### config.mk
export PLATFORM = sky130hd
export DESIGN_NAME = acc_alu
export DESIGN_NICKNAME = d
export VERILOG_FILES = /design/src/rtl/acc_alu_pkg.sv /design/src/rtl/acc_alu_addsub.sv /design/src/rtl/acc_alu_logic.sv /design/src/rtl/acc_alu_flagmux.sv /design/src/rtl/acc_alu.sv
export SDC_FILE = /design/constraint.sdc
export NUM_CORES = 1
export LEC_CHECK = 0
export ABC_CLOCK_PERIOD_IN_PS = 6400
export CAP_MARGIN = 20
export CORE_MARGIN = 1.5
export CORE_UTILIZATION = 55
export DETAILED_ROUTE_END_ITERATION = 6
export DONT_BUFFER_PORTS = 1
export HOLD_SLACK_MARGIN = 0.03
export PLACE_DENSITY = 0.78
export SYNTH_ARGS = -nofsm -noshare
export SYNTH_HDL_FRONTEND = slang
export SYNTH_SLANG_ARGS = --single-unit
### constraint.sdc
create_clock -name clk_i -period 6.4 [get_ports clk_i]
set_input_delay 0.96 -clock clk_i [delete_from_list [all_inputs] [get_ports clk_i]]
set_output_delay 0.96 -clock clk_i [all_outputs]
set_load 0.05 [all_outputs]
### src/rtl/acc_alu_pkg.sv
package acc_alu_pkg;
  localparam int unsigned FLAG_W = 8;
  localparam int unsigned F_S  = 7;
  localparam int unsigned F_Z  = 6;
  localparam int unsigned F_H  = 4;
  localparam int unsigned F_PV = 2;
  localparam int unsigned F_N  = 1;
  localparam int unsigned F_C  = 0;

  localparam logic [3:0] OP_ADD = 4'd0;
  localparam logic [3:0] OP_ADC = 4'd1;
  localparam logic [3:0] OP_SUB = 4'd2;
  localparam logic [3:0] OP_SBC = 4'd3;
  localparam logic [3:0] OP_CMP = 4'd4;
  localparam logic [3:0] OP_AND = 4'd5;
  localparam logic [3:0] OP_OR  = 4'd6;
  localparam logic [3:0] OP_XOR = 4'd7;
  localparam logic [3:0] OP_INC = 4'd8;
  localparam logic [3:0] OP_DEC = 4'd9;
  localparam logic [3:0] OP_CPL = 4'd10;
  localparam logic [3:0] OP_NEG = 4'd11;
  localparam logic [3:0] OP_SCF = 4'd12;
  localparam logic [3:0] OP_CCF = 4'd13;

  typedef struct packed {
    logic carry;
    logic half;
    logic ovf;
  } arith_st_t;
endpackage

### src/rtl/acc_alu_addsub.sv
module acc_alu_addsub
  import acc_alu_pkg::*;
#(
  parameter int unsigned DW = 8,
  parameter int unsigned HB = DW / 2
) (
  input  logic [DW-1:0] a_i,
  input  logic [DW-1:0] b_i,
  input  logic          cin_i,
  input  logic          sub_i,
  output logic [DW-1:0] sum_o,
  output arith_st_t     st_o
);
  localparam int unsigned LW = HB + 1;
  localparam int unsigned UW = DW - HB + 1;

  logic [DW-1:0] bx;
  logic          cx;
  logic [LW-1:0] lo;
  logic [UW-1:0] hi;

  // subtract as a + ~b + ~borrow; carries invert into borrows
  assign bx = b_i ^ {DW{sub_i}};
  assign cx = cin_i ^ sub_i;
  assign lo = {1'b0, a_i[HB-1:0]} + {1'b0, bx[HB-1:0]} + LW'(cx);
  assign hi = {1'b0, a_i[DW-1:HB]} + {1'b0, bx[DW-1:HB]} + UW'(lo[HB]);

  assign sum_o    = {hi[UW-2:0], lo[HB-1:0]};
  assign st_o.carry = hi[UW-1] ^ sub_i;
  assign st_o.half  = lo[HB] ^ sub_i;
  assign st_o.ovf   = (a_i[DW-1] == bx[DW-1]) && (sum_o[DW-1] != a_i[DW-1]);
endmodule

### src/rtl/acc_alu_logic.sv
module acc_alu_logic
  import acc_alu_pkg::*;
#(
  parameter int unsigned DW = 8
) (
  input  logic [3:0]    op_i,
  input  logic [DW-1:0] a_i,
  input  logic [DW-1:0] b_i,
  output logic [DW-1:0] res_o,
  output logic          par_even_o
);
  always_comb begin
    unique case (op_i)
      OP_AND:  res_o = a_i & b_i;
      OP_OR:   res_o = a_i | b_i;
      OP_XOR:  res_o = a_i ^ b_i;
      default: res_o = ~a_i;
    endcase
  end

  assign par_even_o = ~^res_o;
endmodule

### src/rtl/acc_alu_flagmux.sv
module acc_alu_flagmux
  import acc_alu_pkg::*;
#(
  parameter int unsigned DW = 8
) (
  input  logic [3:0]        op_i,
  input  logic [DW-1:0]     sum_i,
  input  arith_st_t         st_i,
  input  logic [DW-1:0]     lres_i,
  input  logic              par_i,
  input  logic [FLAG_W-1:0] flags_q_i,
  output logic [FLAG_W-1:0] flags_d_o
);
  logic [FLAG_W-1:0] f;

  always_comb begin
    f = flags_q_i;
    unique case (op_i)
      OP_ADD, OP_ADC, OP_SUB, OP_SBC, OP_CMP, OP_NEG: begin
        f[F_S]  = sum_i[DW-1];
        f[F_Z]  = (sum_i == '0);
        f[F_H]  = st_i.half;
        f[F_PV] = st_i.ovf;
        f[F_N]  = (op_i != OP_ADD) && (op_i != OP_ADC);
        f[F_C]  = st_i.carry;
      end
      OP_INC, OP_DEC: begin
        f[F_S]  = sum_i[DW-1];
        f[F_Z]  = (sum_i == '0);
        f[F_H]  = st_i.half;
        f[F_PV] = st_i.ovf;
        f[F_N]  = (op_i == OP_DEC);
      end
      OP_AND, OP_OR, OP_XOR: begin
        f[F_S]  = lres_i[DW-1];
        f[F_Z]  = (lres_i == '0);
        f[F_H]  = (op_i == OP_AND);
        f[F_PV] = par_i;
        f[F_N]  = 1'b0;
        f[F_C]  = 1'b0;
      end
      OP_CPL: begin
        f[F_H] = 1'b1;
        f[F_N] = 1'b1;
      end
      OP_SCF: begin
        f[F_C] = 1'b1;
        f[F_H] = 1'b0;
        f[F_N] = 1'b0;
      end
      OP_CCF: begin
        f[F_H] = flags_q_i[F_C];
        f[F_C] = ~flags_q_i[F_C];
        f[F_N] = 1'b0;
      end
      default: ;
    endcase
    f[5] = 1'b0;
    f[3] = 1'b0;
    flags_d_o = f;
  end
endmodule

### src/rtl/acc_alu.sv
module acc_alu
  import acc_alu_pkg::*;
#(
  parameter int unsigned DW = 8
) (
  input  logic              clk_i,
  input  logic              rst_ni,
  input  logic [3:0]        op_i,
  input  logic [DW-1:0]     acc_i,
  input  logic [DW-1:0]     opnd_i,
  input  logic              carry_i,
  input  logic              flag_we_i,
  output logic [DW-1:0]     result_o,
  output logic              acc_we_o,
  output logic [FLAG_W-1:0] flags_o
);
  logic [DW-1:0]     as_a, as_b, sum, lres;
  logic              as_cin, as_sub, par;
  arith_st_t         st;
  logic [FLAG_W-1:0] flags_q, flags_d;

  // adder operand steering
  always_comb begin
    as_a   = acc_i;
    as_b   = opnd_i;
    as_cin = 1'b0;
    as_sub = 1'b0;
    unique case (op_i)
      OP_ADC: as_cin = carry_i;
      OP_SUB, OP_CMP: as_sub = 1'b1;
      OP_SBC: begin as_sub = 1'b1; as_cin = carry_i; end
      OP_INC: begin as_b = '0; as_cin = 1'b1; end
      OP_DEC: begin as_b = '0; as_cin = 1'b1; as_sub = 1'b1; end
      OP_NEG: begin as_a = '0; as_b = acc_i; as_sub = 1'b1; end
      default: ;
    endcase
  end

  acc_alu_addsub #(.DW(DW)) u_addsub (
    .a_i(as_a), .b_i(as_b), .cin_i(as_cin), .sub_i(as_sub),
    .sum_o(sum), .st_o(st)
  );

  acc_alu_logic #(.DW(DW)) u_logic (
    .op_i(op_i), .a_i(acc_i), .b_i(opnd_i), .res_o(lres), .par_even_o(par)
  );

  acc_alu_flagmux #(.DW(DW)) u_flagmux (
    .op_i(op_i), .sum_i(sum), .st_i(st), .lres_i(lres), .par_i(par),
    .flags_q_i(flags_q), .flags_d_o(flags_d)
  );

  always_comb begin
    result_o = acc_i;
    acc_we_o = 1'b0;
    unique case (op_i)
      OP_ADD, OP_ADC, OP_SUB, OP_SBC, OP_INC, OP_DEC, OP_NEG: begin
        result_o = sum;
        acc_we_o = 1'b1;
      end
      OP_AND, OP_OR, OP_XOR, OP_CPL: begin
        result_o = lres;
        acc_we_o = 1'b1;
      end
      default: ;
    endcase
  end

  always_ff @(posedge clk_i or negedge rst_ni) begin
    if (!rst_ni)        flags_q <= '0;
    else if (flag_we_i) flags_q <= flags_d;
  end

  assign flags_o = flags_q;
endmodule

Yosys cells after proc, flatten, opt, wreduce, memory -nomap -nowiden --
Index checks and enable logic that the tools add are counted.
Operators by class: reduce and logical (&&, ||, !) cells 25, equality and inequality tests 16, $add $sub $neg 4, mux-type cells 12, bitwise logic cells 9
Operators by type and width (number):
- one-hot mux 8 bit (2 select lines) | 2
- == test 4 bit (second input constant) | 6
- one-hot mux 8 bit (3 select lines) | 1
- == test 4 x 3 -> 1 bit (second input constant) | 4
- logical NOT 8 bit | 2
- XOR 8 bit | 2
- nonzero test 4 bit | 3
- OR reduction 11 bit | 1
- adder 4 x 4 -> 5 bit | 2
- adder 5 x 1 -> 5 bit | 2
- OR reduction 5 bit | 2
- AND 8 bit | 1
- == test 4 x 2 -> 1 bit (second input constant) | 2
- two-way mux 8 bit | 1
- NOT 8 bit | 1
- OR 8 bit | 1
- one-hot mux 1 bit (4 select lines) | 2
- AND reduction 2 bit | 4
- OR reduction 8 bit | 1
- XNOR reduction 8 bit | 1
- OR reduction 7 bit | 1
- OR reduction 6 bit | 1
- one-hot mux 1 bit (5 select lines) | 1
- nonzero test 5 bit | 1
- 15 further kinds | 21
Storage, ports and cells: register bits 6, word-level logic and storage cells 70, output and inout port bits 17

Depth between registers and ports, before layout --
depth in word-level cells 10, mapped depth 18, mapped depth without buffers 16

By module --
A second synthesis with hierarchy kept.
Unflattened totals: cell total of the unflattened synthesis 312, area total of the unflattened synthesis 2484.9 µm²
By module, submodules not included:
- acc_alu | times used 1, seq. area each 200.2 µm², area an instance 953.4 µm², cells an instance 104
- acc_alu_logic | times used 1, seq. area each 0.0 µm², area an instance 759.5 µm², cells an instance 104
- acc_alu_addsub | times used 1, seq. area each 0.0 µm², area an instance 416.6 µm², cells an instance 48
- acc_alu_flagmux | times used 1, seq. area each 0.0 µm², area an instance 355.3 µm², cells an instance 56

Worst setup path before layout --
Ideal clock, no wire load.
path type input -> output, start in op_i[2], end out result_o[6], required time 5.440 ns, buffers on the path 2, slack 0.897 ns, arrival time 4.543 ns, stages 14, cells stage by stage buf_4 or2_2 buf_2 o21ai_0 a222oi_1 o21a_1 fa_1 fa_1 nand2b_1 a21oi_1 fa_1 fa_1 xnor2_1 o221ai_1
Between the ends: cells in the longest elaborated chain, start to end 8
RTL lines:
- start, declared | RTL line acc_alu.sv:8 | input logic [3:0] op_i,
- == test 4 bit (tied with other cells) | RTL line acc_alu.sv:28, acc_alu.sv:56
- OR reduction 2 bit (no line) / OR reduction 5 bit (equally long branches)
- one-hot mux 8 bit (2 select lines) / two-way mux 1 bit (equally long branches) | RTL line acc_alu.sv:28 | unique case (op_i)
- XOR 8 bit | RTL line acc_alu_addsub.sv:23 | assign bx = b_i ^ {DW{sub_i}};
- adder 4 x 4 -> 5 bit | RTL line acc_alu_addsub.sv:25 | assign lo = {1'b0, a_i[HB-1:0]} + {1'b0, bx[HB-1:0]} + LW'(cx);
- adder 5 x 1 -> 5 bit | RTL line acc_alu_addsub.sv:25
- adder 5 x 1 -> 5 bit | RTL line acc_alu_addsub.sv:26 | assign hi = {1'b0, a_i[DW-1:HB]} + {1'b0, bx[DW-1:HB]} + UW'(lo[HB]);
- one-hot mux 8 bit (2 select lines) * | RTL line acc_alu.sv:56 | unique case (op_i)
- end, declared | RTL line acc_alu.sv:13 | output logic [DW-1:0] result_o,
Every way passes the cells marked *; elsewhere a longest branch is shown, timed or not.

Final worst setup path --
start in op_i[3], end out result_o[7]
The elaborated chain is that of the path after synthesis.

==> summary.txt <==
Die
  • # rows: 22
  • Overall die area: approximately 4300 um^2
  • Die width: 65.3 um
  • Chip Height: 65.3 um
  • IO Count: roughly 40
  • Initial Util: 0.579
  • Core Area: 3690 um^2

Placed design
  • Placed inst area: 2080 um^2
  • HPWL after DPL: 4.35 mm
  • DP Cell Count: roughly 340
  • Pre-CTS WS: 0.645 ns
  • Placer Congestion: 0.970
  • Port buffer count: 0

STA
  • Crit path time final: 5.80 ns
  • Fin crit share: 0.906
  • Final setup viols: 0
  • Setup slack after layout: 0.603 ns
  • Unrepaired setup endpoints after global routing: no
  • Final Max Slew Viols: 0
  • Highest clock rate: 173 MHz
  • Final Hold Viols: 0
  • Worst-Margin Slew: 1.20 ns
  • Relative slew slack: 0.217
  • Post-route setup TNS: 0 ns
  • Worst Skew: 0.0000813 ns
  • Hold WS: 0.427 ns

GRT
  • Largest net degree at the start of global routing: 56
  • Initial antenna violation count: 0
  • First-pass GRT wire length: about 10 mm
  • Number of global-route vias before repair: 2045
  • Grt ovf: 0
  • Total track usage: 0.295

Pwr
  • P_leak: 0.937 nW
  • PD cells: around 170 nW/um^2
  • Peak VDD IR: 65.3 uV
  • Total chip power: between 0.3 and 0.4 mW

Drt
  • DRT iter0 DRCs: 270
  • DR DRC count: 0
  • TritonRoute pass-1 iters: 6
  • Antenna-violating nets left: 0
  • WL final: about 6.0 mm
  • DR vias/cell: 6.69
  • Wire per inst: 17.8 um
  • Vias: 2268

Worst setup path
  • Setup CP Type: primary input to output port
  • Critical Path Start Type: primary input
  • CP endpoint kind: output port
  • R2R depth: 5
  • Crit-path slowest cell: o21ai_1
  • Largest stage delay on the critical path: 0.54 ns
  • Worst-path cell chain: or2_2 -> o21ai_2 -> a222oi_1 -> o21a_1 -> fa_1 -> fa_1 -> nand2b_1 -> a21oi_1 -> fa_1 -> a21o_1 -> a21oi_2 -> xnor2_1 -> a22oi_1 -> o21ai_1
  • Crit path DAT: 4.84 ns
  • CP Max Fanout: 17
  • Most frequent CP cell: fa_1
  • Worst endpoint required time: 5.44 ns

Cells and area
  • Most common cell after layout, fill and taps aside: o21ai_0
  • Nets: around 350
  • ANT cells: 0
  • Max FFs per register: 6
  • Area delta synth->final: -0.469%
  • Finished Layout Cells: approximately 340
  • Commonest cells after routing, fill and taps aside: o21ai_0 (47), a21oi_1 (28), nand2_1 (28)
  • Fraction of layout cells with a size suffix above 1: 0.0412
  • Core Util, Final: 0.576
  • Final instance area: 2120 um^2

Logic synthesis
  • Post-synth EDFFs: 0
  • Sequential-to-total area share from yosys stat: 0.0703
  • Most used DFF post-synth: dfrtp_1
  • Ys async rst share: 1.00
  • Largest family of logic cells by synthesized area: compound AO/OA/AOI/OAI gates
  • Mapped Area: 2130 um^2
  • Post-synthesis adder-cell area fraction: 0.190
  • Synth warnings: 0
  • Simple-gate portion of the synthesized area: 0.170
  • Post-Syn Instances: 310
  • Synth Area in XOR/XNOR: 0.0369
  • Syn_area_per_cell: 6.89 um^2
  • Area leader, netlist: ha_1
  • Share of the synthesized area in the top cell type: 0.152
  • Largest cells by area after synthesis: ha_1 (15%), o21ai_0 (11%), dfrtp_1 (7.0%)
  • Multiplexer area fraction after synthesis: 0.0469
  • Synth cell types: 43
  • #FFs+latches synth: 6
  • Fraction of the mapped netlist area in compound gates: 0.383

Clocking
  • Hold_buf cts: 0
  • CTS tree: done
  • Setup Fix Bufs, Post-CTS: 0
  • Worst-skew pair later-pin latency: 0.23 ns
  • # H-tree levels: 1
  • Num CTS Buffers: 3
  • CTS clock-pin slew for the worst setup and hold paths: 0.04 ns
  • Sink Count: 6
  • Clk buf depth: 2
  • CTS resizes: 0
  • Root Driver: clkbuf_8

Min path
  • Tightest Hold Check Type: primary input to asynchronous set/reset pin

Flow run
  • Maxcap violations: 0

Outcome
  • Status: finished, final reports clean
==> worst paths after layout <==
check                      startpoint          end  slack, ns
max                           op_i[3]  result_o[7]       0.60
min                            rst_ni   flags_o[6]       0.43
max reg2reg                flags_o[0]   flags_o[4]       4.91
min reg2reg                flags_o[2]   flags_o[2]       0.80
max in group asynchronous      rst_ni   flags_o[4]       5.90
min in group clk_i         flags_o[2]   flags_o[2]       0.80
==> synth_stat cells (all sizes together) (4+ instances only) <==
| library cell | count |
|---|---|
| nor3 | 10 |
| mux2i | 10 |
| dfrtp | 6 |
| a31oi | 9 |
| nand2b | 6 |
| xnor2 | 4 |
| a21oi | 30 |
| xor2 | 5 |
| clkbuf | 4 |
| a22oi | 11 |
| o22ai | 5 |
| fa | 4 |
| o21ai | 54 |
| o21a | 5 |
| inv | 21 |
| buf | 22 |
| o221ai | 5 |
| ha | 26 |
| nand2 | 28 |
| nor2 | 10 |
| a222oi | 7 |
==> area by class of cell <==
type | count | area (um^2)
sequential | 6 | 150
multi-input combinational | 258 | 1770
clock buffer | 3 | 41.3
timing repair buffer | 3 | 22.5
inverter | 21 | 78.8
fill | 362 | 1560
tap | 48 | 60.1
==> cell families (layout without fill, tap and decap cells) <==
kind of cell             after synthesis  count (layout)
AO/OA/AOI/OAI                        133             133
XOR/XNOR                               9               9
adder cells (fa/ha/maj)               30              30
buffers and inverters                 47              27
flip-flops                             6               6
multiplexers                          10              10
other                                  1               2
AND/OR/NAND/NOR                       74              74
==> worst max-delay path: cells and delay by family <==
family / cells / cell delay, ns
adder cells (fa/ha/maj): 3 / 1.13
AND/OR/NAND/NOR: 2 / 0.55
AO/OA/AOI/OAI: 8 / 1.94
XOR/XNOR: 1 / 0.24
==> power breakdown <==
group / switching [mW] / leakage (nW) / internal (mW) / total, mW
Clock: 0.0176 / 0.0216 / 0.0405 / 0.0581
Combinational: 0.142 / 0.842 / 0.0777 / 0.219
Sequential: 0.0318 / 0.0739 / 0.0451 / 0.0770
Total: 0.191 / 0.937 / 0.163 / 0.354
==> metal layers <==
layer / up-vias / GRT usage / wire, um
met1: 1059 / 0.427 / 2670
met3: 9 / 0.0360 / 471
met4: 0 / 0.0833 / 89
met5: - / 0 / 0
met2: 95 / 0.459 / 2790
li1: 1105 / - / -
Power figures use the tool's default switching activity.
